===== src/rtl/atx_pkg.sv =====
`timescale 1ns/1ps
package atx_pkg;
    typedef enum logic [2:0] {
        FMT_LEFT  = 3'd0,
        FMT_RIGHT = 3'd1,
        FMT_I2S   = 3'd2,
        FMT_PK_E  = 3'd3,
        FMT_PK_L  = 3'd4
    } fmt_e;

    function automatic logic [5:0] wlen_bits(input logic [1:0] code);
        case (code)
            2'd0:    wlen_bits = 6'd16;
            2'd1:    wlen_bits = 6'd20;
            2'd2:    wlen_bits = 6'd24;
            default: wlen_bits = 6'd32;
        endcase
    endfunction
endpackage


===== src/rtl/atx_clkgen.sv =====
`timescale 1ns/1ps
module atx_clkgen #(
    parameter int DIV_W = 8
) (
    input  logic             clk,
    input  logic             rst_n,
    input  logic [DIV_W-1:0] cfg_div,
    output logic             ph,
    output logic             launch
);
    typedef struct packed {
        logic [DIV_W-1:0] div;
        logic             ph;
    } clk_s;

    clk_s st_q, st_d;

    always_comb begin
        st_d = st_q;
        if (st_q.div == cfg_div) begin
            st_d.div = '0;
            st_d.ph  = ~st_q.ph;
        end else begin
            st_d.div = st_q.div + 1'b1;
        end
    end

    always_ff @(posedge clk or negedge rst_n) begin
        if (!rst_n) begin
            st_q.div <= '0;
            st_q.ph  <= 1'b1;
        end else begin
            st_q <= st_d;
        end
    end

    assign ph     = st_q.ph;
    assign launch = st_q.ph && (st_q.div == cfg_div);

    AST_BCLK_HALF_HOLD: assert property (@(posedge clk) disable iff (!rst_n)
        (st_q.div != cfg_div) |=> $stable(st_q.ph));
endmodule


===== src/rtl/atx_slotctr.sv =====
`timescale 1ns/1ps
module atx_slotctr #(
    parameter int FRAME_W = 9
) (
    input  logic               clk,
    input  logic               rst_n,
    input  logic               launch,
    input  logic [FRAME_W-1:0] wl,
    input  logic [FRAME_W-1:0] frame_len,
    output logic [FRAME_W-1:0] fl,
    output logic [FRAME_W-1:0] nb
);
    typedef struct packed {
        logic [FRAME_W-1:0] bitn;
    } slot_s;

    slot_s st_q, st_d;
    logic [FRAME_W-1:0] fl_req, fl_min;

    always_comb begin
        fl_req = frame_len & ~FRAME_W'(1);
        fl_min = wl << 1;
        fl     = (fl_req < fl_min) ? fl_min : fl_req;
        nb     = (st_q.bitn >= fl - 1'b1) ? '0 : st_q.bitn + 1'b1;
        st_d   = st_q;
        if (launch) st_d.bitn = nb;
    end

    always_ff @(posedge clk or negedge rst_n) begin
        if (!rst_n) st_q.bitn <= '1;
        else        st_q <= st_d;
    end

    AST_SLOT_IN_FRAME: assert property (@(posedge clk) disable iff (!rst_n)
        launch |=> (st_q.bitn < fl));
endmodule


===== src/rtl/atx_serializer.sv =====
`timescale 1ns/1ps
module atx_serializer
    import atx_pkg::*;
#(
    parameter int FRAME_W  = 9,
    parameter int SAMPLE_W = 32
) (
    input  logic                clk,
    input  logic                rst_n,
    input  logic                launch,
    input  fmt_e                fmt,
    input  logic [FRAME_W-1:0]  wl,
    input  logic [FRAME_W-1:0]  fl,
    input  logic [FRAME_W-1:0]  nb,
    input  logic                err,
    input  logic                smp_valid,
    input  logic [SAMPLE_W-1:0] smp_left,
    input  logic [SAMPLE_W-1:0] smp_right,
    input  logic                urun_clr,
    output logic                smp_ready,
    output logic                sdata,
    output logic                lrclk,
    output logic                frame_start,
    output logic                underrun
);
    typedef struct packed {
        logic [SAMPLE_W-1:0] hold_l;
        logic [SAMPLE_W-1:0] hold_r;
        logic [SAMPLE_W-1:0] word_l;
        logic [SAMPLE_W-1:0] word_r;
        logic                hold_v;
        logic                sdata;
        logic                lrclk;
        logic                fstart;
        logic                urun;
    } ser_s;

    ser_s st_q, st_d;

    logic [FRAME_W-1:0]  half, p, pos, k, lead, idx;
    logic [SAMPLE_W-1:0] word;
    logic                off, right, vld, load, set_u, bit_v;

    always_comb begin
        st_d  = st_q;
        half  = fl >> 1;
        off   = (fmt == FMT_I2S) || (fmt == FMT_PK_L);
        p     = (nb >= FRAME_W'(off)) ? nb - FRAME_W'(off) : fl - 1'b1;
        load  = launch && (p == '0);
        set_u = load && !st_q.hold_v;

        if (load && st_q.hold_v) begin
            st_d.word_l = st_q.hold_l;
            st_d.word_r = st_q.hold_r;
            st_d.hold_v = 1'b0;
        end
        if (set_u)         st_d.urun = 1'b1;
        else if (urun_clr) st_d.urun = 1'b0;

        if (smp_valid && !st_q.hold_v) begin
            st_d.hold_l = smp_left;
            st_d.hold_r = smp_right;
            st_d.hold_v = 1'b1;
        end

        lead = half - wl;
        if (fmt == FMT_PK_E || fmt == FMT_PK_L) begin
            right = (p >= wl);
            k     = right ? p - wl : p;
            vld   = (p < (wl << 1));
        end else begin
            right = (p >= half);
            pos   = right ? p - half : p;
            if (fmt == FMT_RIGHT) begin
                vld = (pos >= lead);
                k   = pos - lead;
            end else begin
                vld = (pos < wl);
                k   = pos;
            end
        end
        if (fmt == FMT_PK_E || fmt == FMT_PK_L) pos = '0;

        word  = right ? st_d.word_r : st_d.word_l;
        idx   = wl - 1'b1 - k;
        bit_v = |(word & (SAMPLE_W'(1) << idx));

        if (launch) begin
            st_d.sdata = vld && !err && bit_v;
            case (fmt)
                FMT_I2S:          st_d.lrclk = (nb >= half);
                FMT_PK_E, FMT_PK_L: st_d.lrclk = (nb == '0);
                default:          st_d.lrclk = (nb < half);
            endcase
        end
        st_d.fstart = launch && (nb == '0);
    end

    always_ff @(posedge clk or negedge rst_n) begin
        if (!rst_n) st_q <= '0;
        else        st_q <= st_d;
    end

    assign smp_ready   = !st_q.hold_v;
    assign sdata       = st_q.sdata;
    assign lrclk       = st_q.lrclk;
    assign frame_start = st_q.fstart;
    assign underrun    = st_q.urun;

    AST_DATA_AT_LAUNCH: assert property (@(posedge clk) disable iff (!rst_n)
        !launch |=> $stable({st_q.sdata, st_q.lrclk}));
    AST_SILENT_ON_ERR: assert property (@(posedge clk) disable iff (!rst_n)
        err |=> !st_q.sdata);
    AST_URUN_STICKY: assert property (@(posedge clk) disable iff (!rst_n)
        (st_q.urun && !urun_clr) |=> st_q.urun);
    AST_HOLD_UNTIL_LAUNCH: assert property (@(posedge clk) disable iff (!rst_n)
        (st_q.hold_v && !launch) |=> st_q.hold_v);
    AST_FSTART_PULSE: assert property (@(posedge clk) disable iff (!rst_n)
        st_q.fstart |=> !st_q.fstart);
endmodule


===== src/rtl/audio_ser_tx.sv =====
`timescale 1ns/1ps
module audio_ser_tx
    import atx_pkg::*;
#(
    parameter int DIV_W    = 8,
    parameter int FRAME_W  = 9,
    parameter int SAMPLE_W = 32
) (
    input  logic                clk,
    input  logic                rst_n,
    input  logic [2:0]          cfg_fmt,
    input  logic [1:0]          cfg_wlen,
    input  logic                cfg_bclk_inv,
    input  logic [DIV_W-1:0]    cfg_div,
    input  logic [FRAME_W-1:0]  cfg_frame_len,
    input  logic                smp_valid,
    output logic                smp_ready,
    input  logic [SAMPLE_W-1:0] smp_left,
    input  logic [SAMPLE_W-1:0] smp_right,
    input  logic                urun_clr,
    output logic                bclk,
    output logic                lrclk,
    output logic                sdata,
    output logic                frame_start,
    output logic                underrun,
    output logic                cfg_err
);
    fmt_e               fmt;
    logic [FRAME_W-1:0] wl, fl, nb;
    logic               ph, launch;

    assign fmt     = fmt_e'(cfg_fmt);
    assign wl      = FRAME_W'(wlen_bits(cfg_wlen));
    assign cfg_err = (fmt == FMT_RIGHT) && (cfg_wlen == 2'd3);
    assign bclk    = ph ^ cfg_bclk_inv;

    atx_clkgen #(.DIV_W(DIV_W)) u_clk (
        .clk(clk), .rst_n(rst_n), .cfg_div(cfg_div), .ph(ph), .launch(launch)
    );

    atx_slotctr #(.FRAME_W(FRAME_W)) u_slot (
        .clk(clk), .rst_n(rst_n), .launch(launch), .wl(wl),
        .frame_len(cfg_frame_len), .fl(fl), .nb(nb)
    );

    atx_serializer #(.FRAME_W(FRAME_W), .SAMPLE_W(SAMPLE_W)) u_ser (
        .clk(clk), .rst_n(rst_n), .launch(launch), .fmt(fmt), .wl(wl),
        .fl(fl), .nb(nb), .err(cfg_err), .smp_valid(smp_valid),
        .smp_left(smp_left), .smp_right(smp_right), .urun_clr(urun_clr),
        .smp_ready(smp_ready), .sdata(sdata), .lrclk(lrclk),
        .frame_start(frame_start), .underrun(underrun)
    );
endmodule


===== config.mk =====
export PLATFORM = sky130hd
export DESIGN_NAME = audio_ser_tx
export DESIGN_NICKNAME = d
export VERILOG_FILES = /design/src/rtl/atx_pkg.sv /design/src/rtl/atx_clkgen.sv /design/src/rtl/atx_slotctr.sv /design/src/rtl/atx_serializer.sv /design/src/rtl/audio_ser_tx.sv
export SDC_FILE = /design/constraint.sdc
export NUM_CORES = 1
export LEC_CHECK = 0
export ABC_CLOCK_PERIOD_IN_PS = 26200
export BUFFER_PORTS_ARGS = -buffer_cell sky130_fd_sc_hd__buf_4
export CAP_MARGIN = 30
export CELL_PAD_IN_SITES_DETAIL_PLACEMENT = 1
export CELL_PAD_IN_SITES_GLOBAL_PLACEMENT = 2
export CORE_MARGIN = 2
export CORE_UTILIZATION = 41
export DETAILED_ROUTE_END_ITERATION = 8
export PLACE_DENSITY_LB_ADDON = 0.12
export SLEW_MARGIN = 20
export SYNTH_ARGS = -nofsm -noshare
export SYNTH_HDL_FRONTEND = slang
export SYNTH_HIERARCHICAL = 1
export SYNTH_SLANG_ARGS = --single-unit

===== constraint.sdc =====
create_clock -name clk -period 26.2 [get_ports clk]
set_input_delay 1.31 -clock clk [delete_from_list [all_inputs] [get_ports clk]]
set_output_delay 1.31 -clock clk [all_outputs]
set_load 0.02 [all_outputs]

==> results.toml <==
[power_and_ir_drop]
power-per-cell-area_mw_per_mm2 = 62.5
finalPower_mw = 0.830
ir_worst_vdd_v = 0.0000448
p_leak_nw = 6.22

[worst_setup_path]
r2r-end = "u_ser/sdata$_DFFE_PN0P_"
r2r_slack_ns = 15.87
endpoint_kind = "flop"
reg2reg_depth = 36
critPathBufInv = 7
worstReg2RegStart = "u_slot/st_q[7]$_DFFE_PN1P_"
path_max_fanout = 21
path_delay_family = "compound AO/OA/AOI/OAI gates"
cp_data_arrival_time_ns = 13.90
critical_path.slowest_cell = "o221ai_2"
crit_required_ns = 26.50
critPathLaunchType = "primary input"
path_class = "primary input to flop"
cpPeakStageDelay_ns = 0.61

[synth]
synth_top_flop_cell = "dfrtp_1"
synth_compound_area_frac = 0.133
yosysUniqueCellTypes = 88
synthArstFlopShare = 1.00
synth_cells = 1252
yosys.area.top_type_share = 0.309
netlist_area_mm2 = 0.0114
synth-simple-area-share = 0.202
yosysSeqAreaShare = 0.332
synth_top_family_by_area = "simple AND/OR/NAND/NOR gates"
synthMuxAreaShare = 0.136
yosys_register_bits = 151
synth_xor_area_frac = 0.0589
ys_warn_count = 6
synth_area_leaders = "dfrtp_1 (31%), ha_1 (9.3%), nand2_1 (8.7%)"
synth_fa_ha_area_frac = 0.102
synth_edf_count = 0
yosysTopAreaCell = "dfrtp_1"
syn_area_per_cell_um2 = 9.13

[floorplanning]
num_io_pins = 98
start_util = 0.414
dieArea_mm2 = 0.0292
num_rows = 61
die_x_um = 171
dieHeight_um = 171
core_mm2 = 0.0276

[routing]
num_vias = 9437
first_pass_iters = 5
routed_via_density = 5.38
routed_wl_um = 32600
drc = 0
drt_iter0_drc = 311
wl_per_cell_um = 18.6
final_antenna_net_count = 0

[cells_and_area]
synthToLayoutAreaGrowth_pct = 16.2
drive_gt1_frac = 0.198
fin_nets = 1544
final_area_mm2 = 0.0133
antennaDiodeCount = 0

[worst_hold_path]
hold_depth = 2
hold_end = "u_ser/st_q[45]$_DFF_PN0_"
worstHoldStart = "u_ser/st_q[45]$_DFF_PN0_"
hold_class = "flop to flop"

[sta]
fin_skew_ns = 0.0235
fmax_ghz = 0.0735
setup_slack_ns = 12.60
setup_viol = 0
slew_headroom = 0.411
fin_setup_tns_ns = 0
hold_viol_final = 0
timing.final.crit_share = 0.519
finalCriticalPeriod_ns = 13.60
slew_violations = 0
grt_setup_unrepaired = "false"
worst_slew_pin_slew_ns = 0.884

[cts]
h-tree-depth = 4
cts.path.max_buffers = 2
cts-resized-gates = 0
ctsHoldBuffers = 0
clkLatencyLatePin_ns = 0.43
clkTransAtPathRegs_ns = 0.06
numCtsBuffers = 17
clock_sinks = 151
postCtsSetupBuffers = 0
cts_tree = "built"
cts_root_buffer = "clkbuf_16"

[place]
port_buffers = 96
place_area_mm2 = 0.0127
hpwl_um = 24500
place_ws_ns = 11.88
gp_congestion = 0.845

[grt]
grt_antenna_before_repair = 0
grt_pass1_vias = 9872
grt_max_degree = 77
grt_pass1_wl_um = 53400
grt_usage = 0.234
grt-ovfl-total = 0

[run]
cap_violations = 0

[run_status]
status = "finished, final reports clean"
-- report_power, final --
part	switching, mW	internal [mW]
clock	0.101	0.141
combinational	0.181	0.134
sequential	0.0189	0.253
total	0.301	0.529
-- flip-flops by register name, summed over array words and instances (netlist names) --
name and count:
u_clk/ph 1, u_clk/st_q 8, u_ser/frame_start 1, u_ser/lrclk 1, u_ser/sdata 1, u_ser/st_q 129, u_ser/underrun 1, u_slot/st_q 9
-- kinds of logic (layout without fill, tap and decap cells) --
| group | after synthesis | in the layout |
|---|---|---|
| AO/OA/AOI/OAI | 219 | 219 |
| XOR/XNOR | 76 | 76 |
| adder cells (fa/ha/maj) | 90 | 90 |
| buffers and inverters | 102 | 201 |
| flip-flops | 151 | 151 |
| multiplexers | 123 | 123 |
| other | 2 | 26 |
| AND/OR/NAND/NOR | 489 | 489 |
-- layout make-up --
class                      instances  area (um2)
clock buffer                      18         429
clock inverter                    13         145
multi-input combinational       1023        7340
fill                            3233       14400
timing repair buffer             114         885
inverter                          56         210
tap                              378         473
sequential                       151        3790
-- cell usage after synthesis, types with 15 or more instances --
cell and count:
a21oi_1 51, clkbuf_1 31, dfrtp_1 141, ha_1 85
inv_1 56, mux2_2 74, mux2i_1 30, mux4_2 17
nand2_1 266, nand3_1 26, nor2_1 61, nor2b_1 24
nor3_1 21, o21ai_0 31, o21ai_1 15, xnor2_1 56
xor2_1 19
-- stage by stage --
step / instances / utilization / hold slack, ns
finish: 1753 / 0.480 / 0.461
global route: 1753 / 0.480 / 0.483
CTS: 1751 / 0.480 / 0.467
detailed placement: 1720 / 0.459 / 0.453
global placement: 1719 / 0.458 / 0.442
floorplan: 1276 / - / 0.430
-- cell usage in the layout, fill, tap and decap left out, drive strengths merged, types with 10 or more instances in the layout --
master,Yosys,routed
a21oi,52,52
buf,15,114
inv,56,61
xnor2,57,57
mux2i,30,30
clkbuf,31,18
and3,11,11
a211oi,12,12
dfrtp,141,141
o21ai,46,46
nand4,14,14
conb,2,26
mux2,75,75
a21o,13,13
nand3,27,27
nand2b,12,12
nor2,62,62
mux4,18,18
dfstp,10,10
o21a,14,14
ha,85,85
nor3,21,21
nor2b,24,24
nand2,269,269
xor2,19,19
-- per-layer routing --
metal	routed length (um)	share of wire	up-vias	global-route usage
li1	-	-	4625	-
met1	15100	0.46	4662	0.308
met2	16200	0.50	118	0.407
met3	606	0.019	32	0.0231
met4	747	0.023	0	0.0722
met5	0	0	-	0
-- worst max-delay path by stage --
| stage | start | to | slack, ns | cells past startpoint |
|---|---|---|---|---|
| global placement | cfg_wlen[1] | u_ser/sdata$_DFFE_PN0P_ | 11.91 | 50 |
| global route | cfg_wlen[1] | u_ser/sdata$_DFFE_PN0P_ | 11.58 | 52 |
| CTS | cfg_wlen[1] | u_ser/sdata$_DFFE_PN0P_ | 12.22 | 51 |
| finish | cfg_wlen[1] | u_ser/sdata$_DFFE_PN0P_ | 12.60 | 53 |
| floorplan | cfg_wlen[1] | u_ser/sdata$_DFFE_PN0P_ | 14.89 | 50 |
| detailed placement | cfg_wlen[1] | u_ser/sdata$_DFFE_PN0P_ | 11.88 | 51 |
-- worst min-delay path, delay by kind of cell, from the launching register on --
| kind | cells | cell delay [ns] |
|---|---|---|
| DFF | 1 | 0.34 |
| and+or+nand+nor | 2 | 0.09 |
(Power assumes the default switching activity.)
